## src/rtl/nic_reg_pkg.sv

```systemverilog
package nic_reg_pkg;
    typedef enum logic [1:0] {
        ST_RUN       = 2'd0,
        ST_STOP_PEND = 2'd1,
        ST_STOPPED   = 2'd2
    } run_state_e;

    typedef enum logic [2:0] {
        DMA_IDLE  = 3'b000,
        DMA_READ  = 3'b001,
        DMA_WRITE = 3'b010,
        DMA_SEND  = 3'b011,
        DMA_ABORT = 3'b100
    } dma_code_e;

    localparam logic [1:0] PG0    = 2'd0;
    localparam logic [1:0] PG1    = 2'd1;
    localparam logic [1:0] PG2    = 2'd2;
    localparam logic [1:0] PG_RSV = 2'd3;

    localparam logic [3:0] OFS_CMD  = 4'd0;
    localparam logic [3:0] OFS_TX   = 4'd4;
    localparam logic [3:0] OFS_STAT = 4'd7;
    localparam logic [3:0] OFS_MASK = 4'd15;
endpackage

```

## src/rtl/nic_cmd_fsm.sv

```systemverilog
module nic_cmd_fsm
    import nic_reg_pkg::*;
(
    input  logic       clk,
    input  logic       rst_n,
    input  logic       cmd_wr,
    input  logic [7:0] cmd_data,
    input  logic       frame_busy,
    input  logic       tx_done,
    input  logic       rdma_done,
    output run_state_e state,
    output logic       tx_req,
    output logic [2:0] rdma_cmd,
    output logic [1:0] page
);
    run_state_e state_q, state_d;

    always_comb begin
        state_d = state_q;
        unique case (state_q)
            ST_RUN:       if (cmd_wr && cmd_data[0])
                              state_d = frame_busy ? ST_STOP_PEND : ST_STOPPED;
            ST_STOP_PEND: if (!frame_busy) state_d = ST_STOPPED;
            ST_STOPPED:   if (cmd_wr && !cmd_data[0] && cmd_data[1]) state_d = ST_RUN;
            default:      state_d = ST_STOPPED;
        endcase
    end

    always_ff @(posedge clk or negedge rst_n) begin
        if (!rst_n) state_q <= ST_STOPPED;
        else        state_q <= state_d;
    end

    always_ff @(posedge clk or negedge rst_n) begin
        if (!rst_n) begin
            tx_req   <= 1'b0;
            rdma_cmd <= DMA_IDLE;
            page     <= PG0;
        end else begin
            if (cmd_wr && cmd_data[2] && state_q == ST_RUN) tx_req <= 1'b1;
            else if (tx_done)                                tx_req <= 1'b0;

            if (cmd_wr && cmd_data[5])                rdma_cmd <= DMA_ABORT;
            else if (cmd_wr && cmd_data[4:3] != 2'b0) rdma_cmd <= {1'b0, cmd_data[4:3]};
            else if (rdma_done)                       rdma_cmd <= DMA_IDLE;

            if (cmd_wr) page <= cmd_data[7:6];
        end
    end

    assign state = state_q;

    a_r4_start_leaves_stop: assert property (@(posedge clk) disable iff (!rst_n)
        (state_q == ST_STOPPED && cmd_wr && cmd_data[1] && !cmd_data[0]) |=> state_q == ST_RUN);
    a_r5_stop_waits_frame: assert property (@(posedge clk) disable iff (!rst_n)
        (state_q == ST_STOP_PEND && frame_busy) |=> state_q != ST_STOPPED);
    a_r6_txreq_drops: assert property (@(posedge clk) disable iff (!rst_n)
        (tx_done && !cmd_wr) |=> !tx_req);
    a_r6_txreq_needs_run: assert property (@(posedge clk) disable iff (!rst_n)
        (state_q == ST_STOPPED && !tx_req) |=> !tx_req);
    a_r7_abort_wins: assert property (@(posedge clk) disable iff (!rst_n)
        (cmd_wr && cmd_data[5]) |=> rdma_cmd == DMA_ABORT);
endmodule

```

## src/rtl/nic_irq_unit.sv

```systemverilog
module nic_irq_unit #(
    parameter int NUM_TALLY = 3
) (
    input  logic                 clk,
    input  logic                 rst_n,
    input  logic                 stat_wr,
    input  logic                 mask_wr,
    input  logic [6:0]           wbits,
    input  logic [4:0]           ev_low,
    input  logic                 ev_dma,
    input  logic [NUM_TALLY-1:0] tally_msb,
    input  logic                 stopped,
    output logic [7:0]           stat,
    output logic [6:0]           mask,
    output logic                 irq
);
    localparam int NSRC = 7;

    logic [NUM_TALLY-1:0] tally_q;
    logic                 cnt_rise;
    logic [NSRC-1:0]      ev_set;
    logic [NSRC-1:0]      stat_q;

    assign cnt_rise = |(tally_msb & ~tally_q);
    assign ev_set   = {ev_dma, cnt_rise, ev_low};

    always_ff @(posedge clk or negedge rst_n) begin
        if (!rst_n) begin
            tally_q <= '0;
            mask    <= '0;
        end else begin
            tally_q <= tally_msb;
            if (mask_wr) mask <= wbits;
        end
    end

    for (genvar i = 0; i < NSRC; i++) begin : g_src
        always_ff @(posedge clk or negedge rst_n) begin
            if (!rst_n)                   stat_q[i] <= 1'b0;
            else if (ev_set[i])           stat_q[i] <= 1'b1;
            else if (stat_wr && wbits[i]) stat_q[i] <= 1'b0;
        end

        a_r8_event_sets: assert property (@(posedge clk) disable iff (!rst_n)
            ev_set[i] |=> stat_q[i]);
        a_r8_w1c_clears: assert property (@(posedge clk) disable iff (!rst_n)
            (stat_wr && wbits[i] && !ev_set[i]) |=> !stat_q[i]);
    end

    assign stat = {stopped, stat_q};
    assign irq  = |(stat_q & mask);

    a_r11_irq_quiet_without_mask: assert property (@(posedge clk) disable iff (!rst_n)
        (mask == '0) |-> !irq);
endmodule

```

## src/rtl/nic_page_regs.sv

```systemverilog
module nic_page_regs #(
    parameter int STA_BYTES = 6
) (
    input  logic                   clk,
    input  logic                   rst_n,
    input  logic                   sta_wr,
    input  logic [3:0]             sta_idx,
    input  logic                   tpsr_wr,
    input  logic [7:0]             wdata,
    output logic [STA_BYTES*8-1:0] station,
    output logic [7:0]             tpsr
);
    for (genvar k = 0; k < STA_BYTES; k++) begin : g_sta
        always_ff @(posedge clk or negedge rst_n) begin
            if (!rst_n)                             station[k*8 +: 8] <= 8'h00;
            else if (sta_wr && sta_idx == 4'(k))    station[k*8 +: 8] <= wdata;
        end
    end

    always_ff @(posedge clk or negedge rst_n) begin
        if (!rst_n)       tpsr <= 8'h00;
        else if (tpsr_wr) tpsr <= wdata;
    end
endmodule

```

## src/rtl/nic_pagereg_top.sv

```systemverilog
module nic_pagereg_top
    import nic_reg_pkg::*;
#(
    parameter int NUM_TALLY = 3,
    parameter int STA_BYTES = 6
) (
    input  logic                   clk,
    input  logic                   rst_n,
    input  logic [3:0]             addr,
    input  logic [7:0]             wdata,
    input  logic                   wr_en,
    input  logic                   rd_en,
    output logic [7:0]             rdata,
    input  logic [7:0]             tx_status,
    input  logic                   frame_busy,
    input  logic                   tx_done,
    input  logic                   rdma_done,
    input  logic                   ev_rx_ok,
    input  logic                   ev_tx_ok,
    input  logic                   ev_rx_err,
    input  logic                   ev_tx_err,
    input  logic                   ev_ovw,
    input  logic [NUM_TALLY-1:0]   tally_msb,
    output logic                   ctl_run,
    output logic                   tx_req,
    output logic [2:0]             rdma_cmd,
    output logic [7:0]             tx_page_start,
    output logic [STA_BYTES*8-1:0] station_addr,
    output logic                   irq
);
    run_state_e state;
    logic [1:0] page;
    logic [7:0] stat;
    logic [6:0] mask;
    logic [7:0] cmd_view;
    logic       wr_cmd, wr_stat, wr_mask, wr_tpsr, wr_sta;

    assign wr_cmd  = wr_en && addr == OFS_CMD;
    assign wr_stat = wr_en && page == PG0 && addr == OFS_STAT;
    assign wr_mask = wr_en && page == PG0 && addr == OFS_MASK;
    assign wr_tpsr = wr_en && page == PG0 && addr == OFS_TX;
    assign wr_sta  = wr_en && page == PG1 && addr >= 4'd1 && addr <= 4'(STA_BYTES);

    nic_cmd_fsm u_fsm (
        .clk(clk), .rst_n(rst_n), .cmd_wr(wr_cmd), .cmd_data(wdata),
        .frame_busy(frame_busy), .tx_done(tx_done), .rdma_done(rdma_done),
        .state(state), .tx_req(tx_req), .rdma_cmd(rdma_cmd), .page(page)
    );

    nic_irq_unit #(.NUM_TALLY(NUM_TALLY)) u_irq (
        .clk(clk), .rst_n(rst_n), .stat_wr(wr_stat), .mask_wr(wr_mask),
        .wbits(wdata[6:0]),
        .ev_low({ev_ovw, ev_tx_err, ev_rx_err, ev_tx_ok, ev_rx_ok}),
        .ev_dma(rdma_done), .tally_msb(tally_msb),
        .stopped(state == ST_STOPPED),
        .stat(stat), .mask(mask), .irq(irq)
    );

    nic_page_regs #(.STA_BYTES(STA_BYTES)) u_regs (
        .clk(clk), .rst_n(rst_n), .sta_wr(wr_sta), .sta_idx(addr - 4'd1),
        .tpsr_wr(wr_tpsr), .wdata(wdata),
        .station(station_addr), .tpsr(tx_page_start)
    );

    assign ctl_run  = state != ST_STOPPED;
    assign cmd_view = {page, rdma_cmd, tx_req, state == ST_RUN, state != ST_RUN};

    always_comb begin
        rdata = 8'h00;
        if (rd_en) begin
            if (addr == OFS_CMD) begin
                rdata = cmd_view;
            end else begin
                unique case (page)
                    PG0: begin
                        if (addr == OFS_TX)   rdata = tx_status;
                        if (addr == OFS_STAT) rdata = stat;
                    end
                    PG1: begin
                        for (int k = 0; k < STA_BYTES; k++)
                            if (addr == 4'(k + 1)) rdata = station_addr[k*8 +: 8];
                    end
                    PG2: begin
                        if (addr == OFS_TX)   rdata = tx_page_start;
                        if (addr == OFS_MASK) rdata = {1'b0, mask};
                    end
                    default: rdata = 8'h00;
                endcase
            end
        end
    end

    a_r12_reserved_write_ignored: assert property (@(posedge clk) disable iff (!rst_n)
        (page == PG_RSV && wr_en && addr != OFS_CMD) |=>
            ($stable(mask) && $stable(tx_page_start) && $stable(station_addr) && $stable(stat[6:0])));
    a_r10_stop_bit_tracks_run: assert property (@(posedge clk) disable iff (!rst_n)
        stat[7] == !ctl_run);
endmodule

```

## config.mk

```make
export PLATFORM = sky130hd
export DESIGN_NAME = nic_pagereg_top
export DESIGN_NICKNAME = d
export VERILOG_FILES = /design/src/rtl/nic_reg_pkg.sv /design/src/rtl/nic_cmd_fsm.sv /design/src/rtl/nic_irq_unit.sv /design/src/rtl/nic_page_regs.sv /design/src/rtl/nic_pagereg_top.sv
export SDC_FILE = /design/constraint.sdc
export NUM_CORES = 1
export LEC_CHECK = 0
export BUFFER_PORTS_ARGS = -buffer_cell sky130_fd_sc_hd__buf_2
export CORE_ASPECT_RATIO = 0.9
export CORE_UTILIZATION = 35
export CTS_BUF_LIST = sky130_fd_sc_hd__clkbuf_16
export DETAILED_ROUTE_END_ITERATION = 8
export SKIP_CTS_REPAIR_TIMING = 1
export SYNTH_ARGS = -nofsm -noshare
export SYNTH_HDL_FRONTEND = slang
export SYNTH_SLANG_ARGS = --single-unit
```

## constraint.sdc

```tcl
create_clock -name clk -period 1.6 [get_ports clk]
set_input_delay 0.16 -clock clk [delete_from_list [all_inputs] [get_ports clk]]
set_output_delay 0.16 -clock clk [all_outputs]
set_load 0.01 [all_outputs]
```

# Yosys cells after proc, flatten, opt, wreduce, memory -nomap -nowiden
# Index checks and enable logic that the tools add are counted.
[op_classes]
addsub = 1
order_cmp = 2
n_eq_ne = 21
mux = 37
n_bitwise = 3
n_reduce_logical = 47
[ops]
columns = ["op", "count"]
rows = [
  ["2-to-1 mux 8 bit", 12],
  ["logical AND 1 bit", 28],
  ["== test 4 x 3 -> 1 bit (second input constant)", 6],
  ["one-hot mux 8 bit (3 select lines)", 1],
  ["nonzero test 2 bit", 10],
  ["== test 4 x 2 -> 1 bit (second input constant)", 4],
  ["2-to-1 mux 1 bit", 16],
  ["2-to-1 mux 3 bit", 3],
  ["== test 4 x 1 -> 1 bit (second input constant)", 2],
  ["logical NOT 4 bit", 2],
  ["2-to-1 mux 2 bit", 4],
  ["AND 7 bit", 1],
  ["OR reduction 7 bit", 1],
  ["!= test 2 bit (second input constant)", 3],
  ["one-hot mux 2 bit (3 select lines)", 1],
  ["== test 2 x 1 -> 1 bit (second input constant)", 2],
  ["== test 2 bit (second input constant)", 2],
  ["== test 4 bit (second input constant)", 1],
  ["greater-or-equal comparator 4 x 1 -> 1 bit (second input constant)", 1],
  ["<= comparator 4 x 3 -> 1 bit (second input constant)", 1],
  ["logical NOT 2 bit", 2],
  ["subtractor 4 x 1 -> 4 bit (second input constant)", 1],
  ["AND 3 bit", 1],
  ["inverter 3 bit", 1],
  ["5 further kinds", 5],
]
[word_totals]
reg_bits = 81
input_bits = 35
out_inout_bits = 70
word_cells = 131

# Logic depth before layout (Yosys ltp)
# Gate-level depths: netlist of the first run.
[logic_depth]
word_depth = 10
ltp_mapped = 7
ltp_nobuf = 4

# Hierarchy
# A second synthesis of the first run with hierarchy kept.
[hier_totals]
hier_cells = 371
area_unflattened_um2 = 4291.6
[modules_own_cells]
columns = ["mod", "n_inst", "cells_per_inst", "area_each_um2", "seq_area_each_um2"]
rows = [
  ["nic_page_regs", 1, 124, 2185.8, 1401.3],
  ["nic_pagereg_top", 1, 169, 1088.5, 0.0],
  ["nic_irq_unit", 1, 47, 648.1, 425.4],
  ["nic_cmd_fsm", 1, 31, 369.1, 201.4],
]

# Worst setup path after synthesis of the first run
# Ideal clock, no wire load.
[synth_timing]
path_kind = "flip-flop to flip-flop"
from = "register u_fsm.page[1]"
to = "register u_regs.station[31]"
setup_time_ns = 0.125
t_arrival_ns = 1.587
t_required_ns = 1.475
path_slack_ns = -0.111
path_stages_with_launch = 6
n_path_buf = 1
synth_period_minus_slack_ns = 1.711
path_cell_list = "dfrtp_1 > buf_1 > and2b_2 > nand3_4 > nor3_4 > mux2_2"
[synth_between]
elab_chain_cells = 5
[synth_rtl]
columns = ["element", "line", "text"]
rows = [
  ["start: declaration", "nic_cmd_fsm.sv:14", "output logic [1:0] page"],
  ["start signal: assignment", "nic_cmd_fsm.sv:47", "if (cmd_wr) page <= cmd_data[7:6];"],
  ["== test 2 x 1 -> 1 bit", "nic_pagereg_top.sv:42", "assign wr_sta = wr_en && page == PG1 && addr >= 4'd1 && addr <= 4'(STA_BYTES);"],
  ["logical AND 1 bit (3 in a row)", "nic_pagereg_top.sv:42", ""],
  ["logical AND 1 bit", "nic_page_regs.sv:16", "else if (sta_wr && sta_idx == 4'(k)) station[k*8 +: 8] <= wdata;"],
  ["end signal: indexed assignment", "nic_page_regs.sv:16", ""],
  ["end: declaration", "nic_page_regs.sv:10", "output logic [STA_BYTES*8-1:0] station,"],
]
# No other way between the ends.
# A chain may end at the register's enable or synchronous reset.

# Final worst setup path of the first run
[layout_timing]
from = "register u_fsm.page[1]"
to = "output port rdata[5]"
[layout_between]
elab_chain_cells = 4
word_cells_on_any_way = 6
cone_classes = "eq/ne (2); mux (3); reduce/logical (1)"
[layout_rtl]
columns = ["element", "line", "text"]
rows = [
  ["== test 2 bit (tied with other cells)", "nic_pagereg_top.sv:74", "unique case (page)"],
  ["one-hot mux 8 bit (3 select lines) *", "nic_pagereg_top.sv:74", ""],
  ["2-to-1 mux 8 bit *", "nic_pagereg_top.sv:71", "if (addr == OFS_CMD) begin"],
  ["2-to-1 mux 8 bit *", "nic_pagereg_top.sv:70", "if (rd_en) begin"],
  ["end: declaration", "nic_pagereg_top.sv:13", "output logic [7:0] rdata,"],
]
# Every way passes the cells marked *; elsewhere a longest branch is shown, timed or not.

==> flow_summary_export.csv, run 1 <==
group,metric,value,unit
grt,grt_max_degree,43,
clocking,ctsRootBufferMaster,"clkbuf_16",
sta,relSlewSlack,61.0,%
finish,area_growth,36.1,%
logic_synthesis,synth_area,4230,sq um
sta,fmax,465,MHz
worst_setup_path,reg2reg_slack,-0.16,ns
logic_synthesis,ys_seq_area_share,47.9,%
worst_setup_path,r2r_start,"u_fsm.page[1]",
clocking,path_clk_slew,0.06,ns
placement,io_buffers,104,
die,io_pins,105,
worst_setup_path,critPathCapture,"rdata[5]",
grt,grt_pass1_wl,20600,microns
power_and_ir_drop,leakagePower,0.00273,uW
die,die_area,12500,sq um
job,cap_viol_max_count,0,
worst_setup_path,crit_slowest_cell,"dfrtp_1",
min_path,hp-class,"input pin to flop",
finish,drive_gt1_share,50.9,%
route,wl,13200,microns
grt,gr-total-overflow,0,
worst_setup_path,path_buf_inv,3,
worst_setup_path,r2r-end,"u_irq.stat[5]",
power_and_ir_drop,irDropWorstVdd,0.000574,V
route,route.vias.total,3682,
sta,fin_ws,-0.550,ns
sta,drv_slew,0,
placement,gp_congestion,0.927,
logic_synthesis,synth_top_area_share,47.3,%
placement,dpl.hpwl,9930,microns
sta,tightest_slew,0.585,ns
worst_setup_path,startpoint,"u_fsm.page[1]",
route,met2WireLength,5840,microns
placement,dp_slack,-0.256,ns
clocking,clock_sinks,81,
clocking,clk_path_buf_depth,2,
clocking,htree_levels,3,
die,die_h,106,microns
grt,antenna_found_initial,0,
route,antenna_left,0,
outcome,violations,"negative setup slack",
die,core-area,11600,sq um
worst_setup_path,critPathMaxStageDelay,0.43,ns
logic_synthesis,synth_nets,403,
logic_synthesis,ys.flop_type,"dfrtp_1",
placement,placed_area,5290,sq um
clocking,cts_tree,"yes",
worst_setup_path,arrival,1.99,ns
logic_synthesis,netlist_instances,368,
die,rows,37,
worst_setup_path,cp-end-kind,"primary output",
worst_setup_path,worst-path-stages,6,
finish,nets,556,
sta,tns,-9.21,ns
worst_setup_path,crit_type,"flop to primary output",
sta,rsz0062_at_grt,"true",
route,top_layer,"met4",
clocking,clk_latency,0.34,ns
logic_synthesis,yosysMostFrequentCell,"dfrtp_1",
logic_synthesis,ys_ff_latch,81,
worst_setup_path,path_cells,"buf_6 -> nor4b_4 -> buf_4 -> a22oi_1 -> a31oi_1 -> buf_2",
route,first_iter_violations,215,
clocking,numCtsBuffers,9,
route,remaining_drc_errors,0,
route,wl_per_cell,19.4,microns
worst_setup_path,ff2ff_path_depth,5,
finish,num_antenna_cells,0,
logic_synthesis,synth_warnings,0,
sta,setup_viol,69,
sta,hold_viol,0,
worst_setup_path,cp_top_family,"buffers and inverters",
worst_setup_path,required,1.44,ns
grt,grt_usage,21.8,%
finish,stdcell_count,681,
logic_synthesis,synthTopCellsByArea,"dfrtp_1 47%, mux2_2 17%, a22oi_1 2.0%, nand2_1 1.8%, a21oi_1 1.7%",
route,met3_length,960,microns
outcome,status,"finished with violations",
sta,finalCritPeriodShare,134,%
worst_setup_path,startpoint_type,"flop",
logic_synthesis,ys_async_sr_fraction,100,%
route,drt-met1-wl,6300,microns
finish,n_fill_cell,1097,
finish,finalInstanceArea,5760,sq um
route,via_per_inst,5.41,
logic_synthesis,synthTopCellsByCount,"80 x dfrtp_1, 63 x mux2_2, 20 x nand2_1",
worst_setup_path,critPathMaxFanout,5,
logic_synthesis,synth_cell_types,60,
die,start_util,36.4,%
sta,fin_skew,0.00551,ns
grt,grt_pass1_vias,3664,
power_and_ir_drop,power_density,1080,nW/um^2
logic_synthesis,synth_edf_count,0,
logic_synthesis,avgSynthCellArea,11.5,sq um
placement,post-place-cells,655,
die,die_w,118,microns
route,drt-pass1-iter-count,4,
sta,finalCriticalPeriod,2.15,ns
logic_synthesis,synth_area_leader_cell,"dfrtp_1",
==> layer usage <==
| layer | vias up | GRT usage, % |
|---|---|---|
| li1 | 1680 | - |
| met4 | 0 | 5.86 |
| met1 | 1838 | 31.9 |
| met3 | 14 | 4.24 |
| met5 | - | 0 |
| met2 | 150 | 32.7 |
==> how the worst min path moves through the flow <==
stage / cells after the start / start / endpoint / slack (ns)
detailed placement: 1 / rst_n / u_regs.tpsr[3] / 0.20
finish: 2 / ev_tx_err / u_irq.stat[3] / 0.008
global placement: 1 / rst_n / u_regs.tpsr[3] / 0.19
global route: 2 / ev_ovw / u_irq.stat[4] / 0.001
floorplan: 0 / rst_n / u_fsm.page[0] / -0.14
CTS: 1 / rst_n / u_regs.tpsr[3] / -0.16
==> cell families after synthesis <==
family / Yosys count / share of synthesized area, %
compound gates: 94 / 16.1
simple gates: 91 / 14.3
buf+inv: 38 / 4.61
mux: 64 / 17.0
flops: 81 / 47.9
==> placed cells by master, fill, tap and decap left out, types with 6 or more instances in the layout <==
cell type and instances:
nand2_1 19, a22o_1 7, a32o_1 6, nand2b_1 10
clkbuf_16 9, nor3b_1 8, buf_2 103, a31oi_1 9
buf_12 7, dfrtp_1 79, dlygate4sd3_1 6, a21oi_1 14
a22oi_1 10, mux2_2 62, o21ai_0 10, inv_1 11
a21o_1 7, buf_4 53, nor2_1 10
==> power by group <==
part / internal, uW / switching, uW
clock: 1340 / 766
sequential: 2380 / 309
combinational: 741 / 716
==> metrics by stage <==
stage                     utilization, %  hold slack, ns  power [uW]
after floorplan                        -          -0.136        3380
final                               49.6         0.00774        6240
after detailed placement            45.5           0.200        4110
after global routing                49.6         0.00117        6540
after CTS                           48.1          -0.160        6230
after global placement              45.5           0.188        4080
==> flip-flops by register name, summed over array words and instances (netlist names) <==
signal and count:
u_fsm.state 2, u_irq.tally_q 3, u_fsm.page 2, u_fsm.tx_req 1
u_irq.stat 7, u_irq.mask 7, u_regs.tpsr 8, u_regs.station 48
u_fsm.rdma_cmd 3
==> cell type report <==
type / instances / area [sq um] / share of cell area, %
clock buffers: 9 / 225 / 3.91
flip-flops and latches: 81 / 2030 / 35.2
clock inverters: 6 / 76.3 / 1.33
multi-input cells: 250 / 2070 / 36.0
repair buffers: 170 / 1120 / 19.5
well taps: 156 / 195 / 3.39
inverters: 9 / 33.8 / 0.587
Power figures use the tool's default switching activity.
==> inputs of run 2 (changes only) <==
Settings changed: CORE_ASPECT_RATIO 0.9 to default.
==> flow_summary_export.csv, run 2 (same netlist as run 1, synthesis figures left out) <==
group,metric,value,unit
clocking,htree_levels,3,
sta,setup_viol,71,
placement,gp_congestion,0.926,
worst_setup_path,arrival,1.92,ns
finish,nets,570,
power_and_ir_drop,irDropWorstVdd,0.000660,V
min_path,worstHoldEndpoint,"u_irq.stat[2]",
grt,grt_pass1_wl,20900,microns
worst_setup_path,required,1.44,ns
sta,rsz0062_at_grt,"true",
placement,io_buffers,104,
job,cap_viol_max_count,0,
clocking,clk_latency,0.34,ns
finish,area_growth,44.0,%
power_and_ir_drop,power_density,1020,nW/um^2
grt,grt_pass1_vias,3737,
worst_setup_path,cp-end-kind,"primary output",
worst_setup_path,ff2ff_path_depth,7,
route,first_iter_violations,273,
route,wl_per_cell,20.1,microns
power_and_ir_drop,leakagePower,0.00287,uW
clocking,clock_sinks,81,
outcome,status,"finished with violations",
die,core-area,11600,sq um
clocking,numCtsBuffers,9,
sta,relSlewSlack,66.8,%
sta,fmax,481,MHz
die,die_w,112,microns
route,via_per_inst,5.54,
die,io_pins,105,
finish,final-seq-area,2030,sq um
finish,top_register,"u_regs.station",
sta,finalCritPeriodShare,130,%
finish,drive_gt1_share,55.3,%
worst_setup_path,r2r_start,"u_fsm.page[1]",
route,route.vias.total,3778,
die,rows,39,
min_path,hold_path_depth,2,
finish,mostFrequentLayoutCell,"buf_2",
grt,grt_max_degree,38,
outcome,violations,"design-rule violations, negative setup slack",
clocking,clk_path_buf_depth,2,
die,start_util,36.4,%
finish,layout_common_cells,"103 x buf_2, 78 x dfrtp_1, 59 x buf_4",
grt,grt_usage,21.9,%
finish,n_fill_cell,1067,
route,remaining_drc_errors,8,
finish,multiInputGateArea,2340,sq um
min_path,hp-class,"input pin to flop",
sta,tightest_slew,0.498,ns
worst_setup_path,crit_type,"flop to primary output",
worst_setup_path,critPathMaxFanout,6,
sta,tns,-11.81,ns
placement,placed_area,5290,sq um
finish,top_regs,"u_regs.station (48), u_regs.tpsr (8)",
placement,dpl.hpwl,10000,microns
clocking,cts_tree,"yes",
worst_setup_path,r2r-end,"u_regs.station[26]",
route,drt-pass1-iter-count,7,
worst_setup_path,startpoint_type,"flop",
grt,antenna_found_initial,0,
route,antenna_left,0,
die,die_h,112,microns
sta,hold_viol,0,
clocking,ctsRootBufferMaster,"clkbuf_16",
finish,num_antenna_cells,0,
clocking,path_clk_slew,0.06,ns
sta,finalCriticalPeriod,2.08,ns
grt,gr-total-overflow,0,
finish,largest_reg_flops,48,
sta,fin_skew,0.00532,ns
sta,drv_slew,0,
sta,fin_ws,-0.481,ns
die,die_area,12500,sq um
route,wl,13700,microns
sta,hold_slack,0.00445,ns
worst_setup_path,reg2reg_slack,-0.21,ns
min_path,hold_start,"ev_rx_err",
finish,finalInstanceArea,6090,sq um
## run 2: final cells by class
class	instances	share of cell area, %
multi-input cells	250	38.5
flip-flops and latches	81	33.3
repair buffers	184	20.5
clock buffers	9	3.70
well taps	143	2.94
inverters	9	0.554
clock inverters	6	0.493
## run 2: routing by layer
layer,global-route usage [%],wire (microns)
met1,30.1,6360
met2,35.1,6540
met3,4.08,586
met4,7.20,206
met5,0,0
## run 2: critical path: stages, from the launching register on
cell and delay (ns):
dfrtp_2 0.45, or4b_4 0.56, o32a_1 0.19, a31oi_1 0.20, buf_2 0.18
## run 2: power by group
group	total, uW	leakage (uW)	switching (uW)	internal [uW]
Clock	1820	0.000139	802	1020
Combinational	1720	0.00170	781	938
Sequential	2690	0.00103	314	2380
Total	6230	0.00287	1900	4340
## run 2: worst max path at each step
stage | start | endpoint | slack, ns | cells past startpoint
6_report | u_fsm.page[0] | rdata[7] | -0.48 | 4
5_1_grt | u_fsm.page[0] | rdata[3] | -0.51 | 5
4_1_cts | u_fsm.page[1] | rdata[0] | -0.60 | 5
3_5_place_dp | u_fsm.page[1] | rdata[0] | -0.23 | 5
3_3_place_gp | u_fsm.page[1] | rdata[0] | -0.22 | 5
2_1_floorplan | u_fsm.page[1] | u_regs.station[31] | -0.08 | 5
## run 2: through the flow
| step | instances | setup slack [ns] | util (%) | power (uW) |
|---|---|---|---|---|
| after CTS | 663 | -0.605 | 47.8 | 5960 |
| final | 682 | -0.481 | 52.5 | 6230 |
| after global routing | 682 | -0.508 | 52.5 | 6520 |
| after detailed placement | 648 | -0.231 | 45.6 | 4130 |
| after global placement | 648 | -0.224 | 45.6 | 4100 |
| after floorplan | 368 | -0.0849 | - | 3380 |
==> inputs of run 3 (changes only) <==
Settings changed: SYNTH_HIERARCHICAL from default to 1.
==> flow_summary_export.csv, run 3 <==
group,metric,value,unit
outcome,status,"finished with violations",
outcome,violations,"negative hold slack, negative setup slack",
route,wl_per_cell,19.3,microns
die,core-area,12000,sq um
sta,fin_skew,0.00480,ns
finish,final_util,51.6,%
die,start_util,35.9,%
placement,gp_congestion,0.836,
worst_setup_path,crit_type,"flop to primary output",
sta,hold_slack,-0.00335,ns
power_and_ir_drop,irDropWorstVdd,0.000447,V
logic_synthesis,synth_area,4290,sq um
route,drt-pass1-iter-count,5,
sta,drv_slew,0,
worst_setup_path,arrival,1.91,ns
power_and_ir_drop,power.total,5800,uW
die,die_area,12700,sq um
grt,gr-total-overflow,0,
logic_synthesis,ys.flop_type,"dfrtp_1",
logic_synthesis,synth_area_leader_cell,"dfrtp_1",
die,io_pins,105,
clocking,cts_tree,"yes",
logic_synthesis,avgSynthCellArea,11.6,sq um
clocking,clk_latency,0.34,ns
logic_synthesis,ys_seq_area_share,47.3,%
sta,finalCriticalPeriod,2.07,ns
grt,grt_pass1_wl,21000,microns
sta,relSlewSlack,70.9,%
sta,setup_viol,59,
finish,top_regs,"u_regs/station (48), u_regs/tpsr (8)",
placement,placed_area,5530,sq um
logic_synthesis,ys_ff_latch,81,
route,route.vias.total,3796,
finish,area_growth,43.8,%
route,via_per_inst,5.37,
worst_setup_path,startpoint_type,"flop",
clocking,clock_sinks,81,
clocking,path_clk_slew,0.06,ns
finish,layout_common_cells,"102 x buf_2, 80 x dfrtp_1, 71 x buf_4",
route,remaining_drc_errors,0,
worst_setup_path,critPathMaxFanout,6,
route,wl,13600,microns
finish,mostFrequentLayoutCell,"buf_2",
sta,hold_viol,2,
route,antenna_left,0,
grt,grt_usage,21.9,%
worst_setup_path,cp-end-kind,"primary output",
finish,finalInstanceArea,6170,sq um
sta,tns,-17.88,ns
grt,antenna_found_initial,1,
placement,dpl.hpwl,10100,microns
clocking,clk_path_buf_depth,2,
worst_setup_path,required,1.44,ns
worst_setup_path,ff2ff_path_depth,8,
logic_synthesis,synth_warnings,6,
logic_synthesis,ys_async_sr_fraction,100,%
grt,grt_pass1_vias,3772,
die,rows,40,
route,first_iter_violations,212,
logic_synthesis,netlist_instances,371,
min_path,hp-class,"input pin to flop",
power_and_ir_drop,power_density,940,nW/um^2
logic_synthesis,synth_cell_types,62,
die,die_w,113,microns
min_path,hold_path_depth,2,
sta,tightest_slew,0.437,ns
logic_synthesis,synth_top_area_share,46.6,%
sta,finalCritPeriodShare,130,%
sta,fmax,482,MHz
clocking,ctsRootBufferMaster,"clkbuf_16",
logic_synthesis,synth_edf_count,0,
finish,top_register,"u_regs/station",
finish,drive_gt1_share,58.0,%
job,cap_viol_max_count,0,
logic_synthesis,synth_nets,410,
placement,dp_slack,-0.531,ns
clocking,htree_levels,3,
finish,nets,593,
sta,rsz0062_at_grt,"true",
power_and_ir_drop,leakagePower,0.00299,uW
finish,largest_reg_flops,48,
logic_synthesis,synthTopCellsByArea,"dfrtp_1 47%, mux2_2 14%, a22oi_1 3.0%, mux2_4 2.8%, nand2_1 2.0%",
placement,io_buffers,104,
sta,fin_ws,-0.474,ns
grt,grt_max_degree,38,
clocking,numCtsBuffers,9,
logic_synthesis,synthTopCellsByCount,"80 x dfrtp_1, 54 x mux2_2, 23 x nand2_1",
die,die_h,113,microns
logic_synthesis,yosysMostFrequentCell,"dfrtp_1",
-- run 3: cell count changes in the layout (fill, tap and decap cells not counted), moves of 5 or more --
cell     delta
mux2_4     -36
mux2_2     +35
buf_4      +12
nand2_1     +8
nor3b_1     -8
a32oi_1     +7
nor2_2      +7
a22o_1      -6
a31oi_1     -6
nand2_2     -6
nor2_1      -5
o21ai_1     +5
-- run 3: final cells by class --
type	count	area, sq um
clock inverters	7	38.8
diodes	1	2.50
multi-input cells	258	2360
repair buffers	192	1280
clock buffers	9	225
fillers	1065	5790
flip-flops and latches	81	2030
well taps	147	184
inverters	12	45.0
-- run 3: routing by layer --
metal  vias up  GRT usage (%)  part of all wire [%]
li1       1772              -                     -
met1      1915           29.8                    45
met2        93           34.8                    49
met3        16           5.30                   4.9
met4         0           6.40                   1.5
met5         -              0                     0
-- run 3: report_power, final --
| group | leakage (uW) | switching, uW | internal [uW] | total (uW) |
|---|---|---|---|---|
| Sequential | 0.00105 | 230 | 2310 | 2540 |
| Combinational | 0.00181 | 707 | 718 | 1420 |
| Clock | 0.000134 | 805 | 1030 | 1840 |
| Total | 0.00299 | 1740 | 4060 | 5800 |
-- run 3: critical path, stage by stage, from the launching register on --
cell,delay [ns]
dfrtp_1,0.39
buf_4,0.17
nor2_2,0.13
nand2_2,0.14
buf_4,0.19
o2bb2ai_2,0.16
a211oi_2,0.09
o31ai_1,0.11
buf_2,0.20
-- run 3: worst paths after layout --
path	startpoint	slack, ns	endpoint
max reg2reg	u_fsm/page[0]	-0.41	u_regs/station[16]
max	u_fsm/page[1]	-0.47	rdata[2]
min in group asynchronous	rst_n	0.31	u_regs/tpsr[2]
min reg2reg	u_irq/stat[1]	0.52	u_irq/stat[1]
max in group asynchronous	rst_n	0.72	u_regs/station[2]
min	ev_tx_ok	-0.003	u_irq/stat[1]
-- run 3: logic make-up (layout without fill, tap and decap cells) --
kind of cell,count (synthesis),in the layout,share of synthesized area (%)
AO/OA/AOI/OAI,101,101,17.2
AND/OR/NAND/NOR,86,86,12.3
flip-flops,81,81,47.3
multiplexers,65,65,17.8
buffers and inverters,32,220,3.96
adder cells (fa/ha/maj),4,4,1.17
XOR/XNOR,2,2,0.408
other,0,1,0
-- run 3: stage by stage --
step                cells  hold slack, ns
floorplan             371          -0.136
global placement      678           0.129
detailed placement    678           0.138
CTS                   694          -0.228
global route          706        0.000684
finish                707        -0.00335
